## config.mk

```make
export PLATFORM = sky130hd
export DESIGN_NAME = rst_hs_seq
export DESIGN_NICKNAME = d
export VERILOG_FILES = /design/src/rtl/rst_hs_seq.sv
export SDC_FILE = /design/constraint.sdc
export NUM_CORES = 1
export LEC_CHECK = 0
export ABC_AREA = 1
export BUFFER_PORTS_ARGS = -buffer_cell sky130_fd_sc_hd__clkbuf_2
export CAP_MARGIN = 30
export CORE_UTILIZATION = 57
export DETAILED_ROUTE_END_ITERATION = 8
export MAX_ROUTING_LAYER = met4
export PLACE_DENSITY = 0.79
export SYNTH_ARGS = -nofsm -noshare
export SYNTH_HDL_FRONTEND = slang
export SYNTH_SLANG_ARGS = --single-unit
```

## constraint.sdc

```tcl
create_clock -name clk -period 2.2 [get_ports clk]
set_input_delay 0.33 -clock clk [delete_from_list [all_inputs] [get_ports clk]]
set_output_delay 0.33 -clock clk [all_outputs]
set_load 0.03 [all_outputs]
```

## src/rtl/rst_hs_seq.sv

```systemverilog
module rst_hs_seq #(
  parameter int NHS         = 7,
  parameter int TW          = 16,
  parameter int RST_CYC     = 4,
  parameter int TMO_DEFAULT = 'h2800
) (
  input  logic           clk,
  input  logic           rst_n,
  input  logic           sw_warm,
  input  logic           sw_cold,
  input  logic           wdog_warm,
  input  logic           wdog_cold,
  input  logic           cold_pin_n,
  input  logic           cfg_we,
  input  logic           cfg_sel,
  input  logic [TW-1:0]  cfg_wdata,
  input  logic [NHS-1:0] hs_ack,
  output logic [NHS-1:0] hs_req,
  output logic [NHS-1:0] hs_tmo,
  output logic           warm_rst,
  output logic           cold_rst,
  output logic           mem_rst
);
  localparam int MEM = NHS - 1;
  localparam int RCW = $clog2(RST_CYC + 1);

  typedef enum logic [1:0] {S_IDLE, S_HS, S_RST} state_t;

  state_t           state;
  logic [NHS-1:0]   en_q, acked, tmo_q;
  logic [TW-1:0]    to_q, cnt;
  logic [RCW-1:0]   rcnt;
  logic             is_cold, mem_keep;

  wire cold_trig = sw_cold | wdog_cold | ~cold_pin_n;
  wire warm_trig = sw_warm | wdog_warm;
  wire [NHS-1:0] acked_nx = acked | hs_ack;
  wire hs_done = &(acked_nx | ~en_q);
  wire in_rst = (state == S_RST);

  assign hs_req   = (state == S_HS) ? en_q : '0;
  assign hs_tmo   = tmo_q;
  assign warm_rst = in_rst & ~is_cold;
  assign cold_rst = in_rst & is_cold;
  assign mem_rst  = in_rst & ~mem_keep;

  always_ff @(posedge clk or negedge rst_n) begin
    if (!rst_n) begin
      state    <= S_IDLE;
      en_q     <= '0;
      to_q     <= TW'(TMO_DEFAULT);
      cnt      <= '0;
      acked    <= '0;
      tmo_q    <= '0;
      rcnt     <= '0;
      is_cold  <= 1'b0;
      mem_keep <= 1'b0;
    end else begin
      case (state)
        S_IDLE: begin
          if (cold_trig | warm_trig) begin
            state   <= S_HS;
            cnt     <= to_q;
            is_cold <= cold_trig;
            acked   <= '0;
            tmo_q   <= '0;
          end else if (cfg_we) begin
            if (cfg_sel) to_q <= cfg_wdata;
            else         en_q <= cfg_wdata[NHS-1:0];
          end
        end
        S_HS: begin
          acked <= acked_nx;
          if (hs_done || cnt == '0) begin
            state    <= S_RST;
            tmo_q    <= en_q & ~acked_nx;
            mem_keep <= en_q[MEM] & acked_nx[MEM];
            rcnt     <= RCW'(RST_CYC - 1);
          end else begin
            cnt <= cnt - 1'b1;
          end
        end
        default: begin
          if (rcnt == '0) state <= S_IDLE;
          else            rcnt  <= rcnt - 1'b1;
        end
      endcase
    end
  end

  assert_one_kind_R1: assert property (@(posedge clk) disable iff (!rst_n)
    $onehot0({warm_rst, cold_rst}));

  assert_cfg_frozen_R2: assert property (@(posedge clk) disable iff (!rst_n)
    (state != S_IDLE) |=> ($stable(en_q) && $stable(to_q)));

  assert_req_drop_at_reset_R3: assert property (@(posedge clk) disable iff (!rst_n)
    $fell(|hs_req) |-> (warm_rst || cold_rst));

  assert_mem_in_reset_only_R6: assert property (@(posedge clk) disable iff (!rst_n)
    mem_rst |-> (warm_rst || cold_rst));

  assert_mem_keep_needs_flush_R6: assert property (@(posedge clk) disable iff (!rst_n)
    ((warm_rst || cold_rst) && !mem_rst) |-> en_q[MEM]);
endmodule

```

* After elaboration in Yosys (flattened, before gate mapping) *
Index checks and enable logic that the tools add are counted.

storage, ports and cells
  register bits after elaboration = 60
  bits in latches = 0
  RAM bits = 0
  memory bits (read-only) = 0
  input bits = 32
  output and inout port bits = 17
  logic and storage cells = 67
  memories kept = 0

cells by class
  $add $sub $neg = 2
  multiply operators = 0
  divide/modulo/power cells = 0
  $lt $le $gt $ge = 0
  eq/ne operators = 6
  shift operators = 0
  multiplexer cells = 15
  bitwise logic cells = 19
  reduce and logical (&&, ||, !) cells = 16

operator list
  operator                                                               number
  16-bit two-way mux                                                     2
  16-bit one-hot mux with 2 select lines                                 1
  7-bit one-hot mux with 2 select lines                                  2
  7-bit two-way mux                                                      3
  16-bit logical NOT                                                     1
  16-bit by 1-bit subtractor with 16-bit output (second input constant)  1
  7-bit inverter                                                         2
  7-bit OR                                                               2
  3-bit AND reduction                                                    4
  4-bit AND reduction                                                    2
  7-bit bitwise AND                                                      1
  7-bit AND reduction                                                    1
  2-bit two-way mux                                                      3
  3-bit two-way mux                                                      2
  2-bit inequality test (second input constant)                          3
  1-bit inverter                                                         6
  3-bit one-hot mux with 2 select lines                                  1
  2-bit AND reduction                                                    3
  1-bit bitwise AND                                                      4
  1-bit OR                                                               4
  2-bit one-hot mux with 2 select lines                                  1
  3-bit logical NOT                                                      1
  3-bit nonzero test                                                     1
  3-bit by 1-bit subtractor with 3-bit output (second input constant)    1
  6 further kinds                                                        6

* Longest topological paths before layout *
Gate-level depths: netlist of the first run.

  word-level depth = 6
  depth in mapped cells = 11
  gate-level depth less buffers = 11

* Worst setup path before layout of the first run *
Ideal clock, no wire load.

  path type = reg-to-output
  start = register state[1]
  end = output port hs_req[0]
  arrival = 1,379 ps
  data required time = 1,870 ps
  path slack = 491 ps
  stages on the path, launching flop included = 5
  buffers on the path = 1
  cell sequence = dfrtp_1 > nor2_4 > inv_2 > buf_2 > nor2_1

on the way
  word-level cells in the longest chain between the ends = 2

RTL lines
  item                                            line  source
  start, declared                                 29    state_t state;
  start signal, assigned                          49    state <= S_IDLE;
  start signal, assigned                          62    state <= S_HS;
  start signal, assigned                          75    state <= S_RST;
  2-bit by 1-bit equality test with 1-bit output  41    assign hs_req = (state == S_HS) ? en_q : '0;
  7-bit two-way mux                               41
  end, declared                                   18    output logic [NHS-1:0] hs_req,

Every way passes these cells.

* Final worst setup path of the first run *
  start = register state[1]
  end = output port hs_req[6]

The elaborated chain is that of the path after synthesis.

==> results by group, run 1 <==
Place
  – Cell Area, Placed: 0.003672 sq mm
  – RD Place Congestion: 0.9097
  – Pre-CTS setup slack: 0.2783 ns
  – Number of placed instances, taps included: 561
  – Detailed placer's ending HPWL: 5165 microns
  – Port bufs: 48

Synth
  – Number of distinct library cells after synthesis: 29
  – Cells after synthesis: 449
  – Mapped Avg Cell Area: 7.624 sq um
  – Sequential element share of the synthesized area: 43.93%
  – Net Count, Synth: 484
  – Synth top area cells: sky130_fd_sc_hd__dfrtp_1 (42%), sky130_fd_sc_hd__nand2_1 (18%), sky130_fd_sc_hd__o21ai_2 (5.6%)
  – Combined area of all synthesized cells: 0.003423 sq mm
  – Synth warn: 0
  – Cell accounting for the most synthesized area: sky130_fd_sc_hd__dfrtp_1
  – Synthesized flop and latch total: 60
  – Post-synth top area share: 42.40%

Clocking
  – Sinks on Clock Net: 60
  – Number of H-tree levels: 3
  – Insertion delay to the later sink of the worst-skew pair: 0.35 ns
  – Number of gates resized after cts: 0
  – Number of clock buffers inserted by TritonCTS: 9
  – Postcts setup bufs: 1
  – Maximum clock path buffer count: 2
  – Reg clk slew, reported paths: 0.07 ns
  – Root buf cell: sky130_fd_sc_hd__clkbuf_8
  – Clock tree from TritonCTS: yes
  – Number of buffers inserted by hold repair at cts: 0

Routing
  – Routed len/inst: 12.58 microns
  – Detailed-route via count: 2965
  – First-pass iteration count of the detailed router: 7
  – Final antenna-violating net count: 0
  – Post-route DRC violation count: 0
  – Number of design-rule violations left by the first detailed-router iteration: 221
  – Total wire length: 7274 microns
  – Vias per cell: 5.130

Timing
  – Setup repair after global routing missed its margin: false
  – Min cycle time layout: 1.992 ns
  – Final hold slack: 0.09384 ns
  – Slew Viols, Final: 0
  – Setup slack after layout: 0.2079 ns
  – Share of the cycle needed by the critical path after routing: 90.55%
  – Worst-case clock skew: 0.007190 ns
  – Top achievable clock speed: 502.0 MHz
  – Setup Viol. Count Final: 0
  – Count of final hold-check violations: 0
  – Setup tns final: 0 ns
  – Measured slew at the worst slew-check pin: 0.7469 ns
  – Slew Limit Headroom: 50.21%

Worst setup path
  – Crit-path max FO: 20
  – Critical path buffer and inverter count: 2
  – Crit path capture type: output pin
  – Type of the setup path with the least slack: register to output pin
  – Worst Setup Start Kind: register
  – Data arrival, critical path: 1.66 ns
  – Data required time of the worst path: 1.87 ns
  – Cell type group with the largest total delay on the critical path: flip-flops
  – Crit path cell chain: nor2_4 > inv_2 > nor2_1 > clkbuf_2
  – Maximum cell stage delay along the critical path: 0.53 ns
  – Slowest cell on crit path: sky130_fd_sc_hd__dfrtp_1

Floorplanning
  – Number of I/O pins: 49
  – Total Die Area: 0.006319 sq mm
  – Placeable core region: 0.005642 sq mm
  – Die width: 79.50 microns
  – Starting density of the core: 60.68%
  – Number of rows in the core area: 27
  – Vertical die dimension: 79.50 microns

Global route
  – GR Overflow Total: 0
  – Number of global-route vias before repair: 2881
  – Pin count of the biggest net entering global routing: 61
  – Tot GR Track Use: 27.27%
  – Antenna violations before repair: 0
  – Global-route wire length before repair: 12800 microns

Pwr
  – VDD IR-drop max: 0.6445 mV
  – Leakage power: 2.170 nW
  – Power density cells: 1262 mW/mm^2
  – Final Power: 4.897 mW

Outcome
  – Outcome: completed

Job
  – Total of max-cap violations: 0

Finish
  – Layout net count: 536
  – Cell Count, Final, Fillers Out: 578
  – Commonest cells after routing, fill and taps aside: sky130_fd_sc_hd__nand2_1 (168), sky130_fd_sc_hd__dfrtp_1 (58), sky130_fd_sc_hd__inv_1 (50), sky130_fd_sc_hd__nor2_1 (50), sky130_fd_sc_hd__clkbuf_2 (48)
  – Share of post-route cells with drive strength above 1: 22.73%
  – End-of-flow core utilization: 68.77%
  – Inserted Diodes: 0
  – Post-route cell area: 0.003880 sq mm
  – Commonest non-fill, non-tap cell in the layout: sky130_fd_sc_hd__nand2_1
  – Growth of design area from synthesis to finish: 13.34%

Min path
  – Worst min path class: input pin to async pin
[cells by family after synthesis]
kind of cell,count (synthesis),synth area share (%)
buffers and inverters,67,9.393
xor gates and xnor gates,3,0.7677
DFF,60,43.93
adders and majority gates,3,1.097
and+or+nand+nor,274,36.15
AOI/OAI and AO/OA,42,8.662
[cell usage after synthesis]
cell type,n
sky130_fd_sc_hd__buf_4,4
sky130_fd_sc_hd__nand4_1,1
sky130_fd_sc_hd__nand3_2,1
sky130_fd_sc_hd__nand3b_1,1
sky130_fd_sc_hd__nor2_4,3
sky130_fd_sc_hd__a21oi_2,1
sky130_fd_sc_hd__nand2_4,1
sky130_fd_sc_hd__dfrtp_1,58
sky130_fd_sc_hd__o21ai_0,11
sky130_fd_sc_hd__nand3_1,37
sky130_fd_sc_hd__buf_2,2
sky130_fd_sc_hd__nor2_8,3
sky130_fd_sc_hd__nor2_2,1
sky130_fd_sc_hd__or2_2,1
sky130_fd_sc_hd__xor2_1,2
sky130_fd_sc_hd__nor2_1,50
sky130_fd_sc_hd__o21ai_2,22
sky130_fd_sc_hd__inv_1,50
sky130_fd_sc_hd__xnor2_1,1
sky130_fd_sc_hd__buf_6,7
sky130_fd_sc_hd__nand2_2,2
sky130_fd_sc_hd__nor3b_1,1
sky130_fd_sc_hd__nand3_4,3
sky130_fd_sc_hd__nand3b_4,1
sky130_fd_sc_hd__dfstp_2,2
sky130_fd_sc_hd__nand2_1,168
sky130_fd_sc_hd__ha_1,3
sky130_fd_sc_hd__inv_2,4
sky130_fd_sc_hd__a21oi_1,8
[power breakdown]
group / internal [mW] / switching (mW)
combinational: 0.785 / 1.49
clock: 0.527 / 0.471
sequential: 1.36 / 0.262
[per-layer routing]
layer  GRT usage [%]  routed length, microns  vias up
li1                -                       -     1492
met3           5.943                     336       13
met2           42.56                    3440       74
met4           10.36                     104        0
met1           34.78                    3393     1386
met5               -                       0        -
[worst paths after layout]
check	endpoint	start	slack [ns]	depth (start not counted)
min reg2reg	hs_tmo[6]$_DFFE_PN0P_	hs_tmo[6]$_DFFE_PN0P_	0.48	2
max	hs_req[6]	state[1]$_DFFE_PN0P_	0.21	4
min	hs_tmo[1]$_DFFE_PN0P_	rst_n	0.09	2
max in group asynchronous	cnt[0]$_DFFE_PN0P_	rst_n	1.57	2
max reg2reg	hs_tmo[3]$_DFFE_PN0P_	cnt[0]$_DFFE_PN0P_	0.31	9
min in group clk	to_q[13]$_DFFE_PN1P_	cfg_wdata[13]	0.16	3
[flip-flops by register name, summed over array words and instances, names as in the netlist]
name,flops
mem_keep,1
to_q,16
acked,7
is_cold,1
cnt,16
state,2
en_q,7
hs_tmo,7
rcnt,3
[layout make-up]
cell class / instances / area (sq um)
flip-flops and latches: 60 / 1504
multi-input cells: 322 / 1598
clock inverters: 7 / 76.32
fillers: 486 / 1762
inverters: 54 / 202.7
well taps: 72 / 90.09
clock buffers: 9 / 123.9
repair buffers: 54 / 285.3
Power figures use the tool's default switching activity.
==> inputs of run 2 (changes only) <==
Settings changed: CORE_ASPECT_RATIO from default to 2.
==> run 2 against run 1 <==
Net effect:
- the flow now finishes with violations (design-rule violations)
- combinational power rose by 3%
- largest cell class unchanged
- sequential power barely moved
- via count rose by 1.5%
- largest power group unchanged
- clock-buffer cell count rose by 4
- hold slack got worse by 0.086 ns
==> results by group, run 2 (synthesis results as in run 1) <==
Global route
  – GR Overflow Total: 0 (unchanged)
  – Number of global-route vias before repair: 2940 (+2.0%)
  – Pin count of the biggest net entering global routing: 61 (unchanged)
  – Antenna violations before repair: 0 (unchanged)
  – Tot GR Track Use: 27.29% (about the same)
  – Global-route wire length before repair: 12990 microns (+1.5%)

Job
  – Total of max-cap violations: 0 (unchanged)

Outcome
  – Failing checks: design-rule violations
  – Outcome: finished with violations

Clocking
  – Number of buffers inserted by hold repair at cts: 0 (unchanged)
  – Sinks on Clock Net: 60 (unchanged)
  – Insertion delay to the later sink of the worst-skew pair: 0.33 ns (-0.02 ns)
  – Root buf cell: sky130_fd_sc_hd__clkbuf_16
  – Number of gates resized after cts: 0 (unchanged)
  – Number of clock buffers inserted by TritonCTS: 9 (unchanged)
  – Clock tree from TritonCTS: yes
  – Number of H-tree levels: 3 (unchanged)
  – Maximum clock path buffer count: 2 (unchanged)
  – Reg clk slew, reported paths: 0.05 ns (-0.02 ns)

Timing
  – Count of final hold-check violations: 0 (unchanged)
  – Min cycle time layout: 2.085 ns (+0.09253 ns)
  – Setup Viol. Count Final: 0 (unchanged)
  – Setup tns final: 0 ns (unchanged)
  – Measured slew at the worst slew-check pin: 0.4467 ns (-0.3002 ns)
  – Setup repair after global routing missed its margin: false
  – Slew Viols, Final: 0 (unchanged)
  – Worst-case clock skew: 0.005916 ns (-0.001274 ns)
  – Slew Limit Headroom: 70.22% (+20 points)
  – Share of the cycle needed by the critical path after routing: 94.76% (+4.2 points)
  – Top achievable clock speed: 479.7 MHz (-4.4%)

Pwr
  – Power density cells: 1324 mW/mm^2 (+4.9%)
  – Total internal power: 2.972 mW (+11%)
  – Clock power share: 24.3% (+3.9 points)
  – Power share of the combinational group: 44.5% (-1.9 points)
  – VDD IR-drop max: 0.6617 mV (+2.7%)
  – Final Power: 5.239 mW (+7.0%)
  – Switch share: 43.27% (-2.1 points)
  – Leakage power: 2.219 nW (+2.3%)
  – Net Sw Power: 2.267 mW (+2.1%)
  – Fraction of power consumed by sequential logic: 31.2% (-2.0 points)

Floorplanning
  – Number of I/O pins: 49 (unchanged)
  – Number of rows in the core area: 39 (+44%)
  – Placeable core region: 0.005758 sq mm (+2.1%)
  – Vertical die dimension: 111.6 microns (+40%)
  – Starting density of the core: 59.45% (-1.2 points)
  – Die width: 56.80 microns (-29%)
  – Total Die Area: 0.006339 sq mm (+0.30%)

Worst setup path
  – Crit path cell chain: nor2_4 > inv_2 > nor2_1 > clkbuf_2
  – Type of the setup path with the least slack: register to output pin
  – Slowest cell on crit path: sky130_fd_sc_hd__dfrtp_1
  – R2R cell count: 9 (unchanged)
  – Reg2reg end: hs_tmo[3]$_DFFE_PN0P_
  – Data required time of the worst path: 1.87 ns (about the same)
  – Worst Setup Start Kind: register
  – Crit-path max FO: 21 (+5.0%)
  – FF-to-FF Start: cnt[0]$_DFFE_PN0P_
  – Maximum cell stage delay along the critical path: 0.53 ns (about the same)
  – Register-to-register setup slack: 0.29 ns (-0.02 ns)
  – Data arrival, critical path: 1.75 ns (+0.09 ns)
  – Crit path capture type: output pin

Place
  – Port bufs: 48 (unchanged)
  – Cell Area, Placed: 0.003671 sq mm (about the same)
  – RD Place Congestion: 0.9647 (+6.0%)
  – Number of placed instances, taps included: 550 (-2.0%)
  – Detailed placer's ending HPWL: 5427 microns (+5.1%)

Routing
  – Routed len/inst: 13.52 microns (+7.4%)
  – Number of design-rule violations left by the first detailed-router iteration: 102 (-54%)
  – Final antenna-violating net count: 0 (unchanged)
  – First-pass iteration count of the detailed router: 6 (-1)
  – Post-route DRC violation count: 6 (+6)
  – Total wire length: 7665 microns (+5.4%)
  – Vias per cell: 5.305 (+3.4%)
  – Detailed-route via count: 3008 (+1.5%)

Finish
  – Inserted Diodes: 0 (unchanged)
  – Post-route cell area: 0.003956 sq mm (+2.0%)
  – Layout net count: 537 (+0.19%)
  – Growth of design area from synthesis to finish: 15.57%
  – Commonest cells after routing, fill and taps aside: sky130_fd_sc_hd__nand2_1 (168), sky130_fd_sc_hd__dfrtp_1 (58), sky130_fd_sc_hd__inv_1 (50), sky130_fd_sc_hd__nor2_1 (50), sky130_fd_sc_hd__clkbuf_2 (48)
  – Share of post-route cells with drive strength above 1: 22.33% (-0.40 points)
  – Registers with the most flip-flops: cnt x16, to_q x16
  – Cell Count, Final, Fillers Out: 567 (-1.9%)
  – Commonest non-fill, non-tap cell in the layout: sky130_fd_sc_hd__nand2_1
  – End-of-flow core utilization: 68.71% (about the same)

Min path
  – Worst min path class: input pin to async pin
run 2: cell types whose count changed in the layout (fill, tap and decap cells not counted), sizes merged:
| cell | delta |
|---|---|
| clkbuf | +4 |
| bufinv | -1 |
| inv | -1 |
| buf | +1 |
| clkinv | -1 |
| clkinvlp | -2 |
run 2: critical path: cells and delay by family, from the launching register on:
kind	cells	cell delay (ns)
flops	1	0.53
simple gates	2	0.47
buf+inv	2	0.42
run 2: worst max-delay path by stage:
stage | startpoint | to | depth (start not counted)
6_report | state[1]$_DFFE_PN0P_ | hs_req[6] | 4
5_1_grt | state[1]$_DFFE_PN0P_ | hs_req[6] | 4
4_1_cts | state[1]$_DFFE_PN0P_ | hs_req[6] | 4
3_5_place_dp | cnt[0]$_DFFE_PN0P_ | hs_tmo[3]$_DFFE_PN0P_ | 9
3_3_place_gp | wdog_cold | to_q[8]$_DFFE_PN0P_ | 7
2_1_floorplan | state[1]$_DFFE_PN0P_ | hs_req[0] | 4
run 2: layer usage:
metal | track usage [%] | wire (microns) | vias to the layer above
li1 | - | - | 1498
met5 | - | 0 | -
met4 | 12.68 | 201 | 0
met1 | 30.76 | 3024 | 1407
met2 | 46.11 | 4136 | 84
met3 | 4.994 | 302 | 19
run 2: layout make-up:
type,count,area [sq um]
fill,499,1802
multi-input combinational,322,1598
sequential,60,1504
timing repair buffer,55,305.3
clock buffer,13,260.3
inverter,54,202.7
tap,61,76.32
clock inverter,2,10.01
run 2: timing repair:
action,4_1_cts,5_1_grt
pin swaps,1,1
setup buffers,0,2
endpoints found under the setup margin,1,1
gates cloned,0,0
hold endpoints to repair,0,0
run 2: stage by stage:
stage | hold WS [ns] | worst slack (ns)
2_1_floorplan | 0.03441 | 0.4909
3_3_place_gp | 0.3659 | 0.3436
3_5_place_dp | 0.3646 | 0.3110
4_1_cts | 0.02162 | 0.008625
5_1_grt | 0.03157 | 0.06883
6_report | 0.007378 | 0.1154
run 2: power by group through the flow:
stage	Clock, mW	Combinational, mW	Sequential, mW
2_1_floorplan	0	1.86	1.57
5_1_grt	1.33	2.61	1.67
6_report	1.27	2.33	1.64
4_1_cts	1.29	2.30	1.63
3_5_place_dp	0	2.27	1.64
3_3_place_gp	0	2.20	1.63
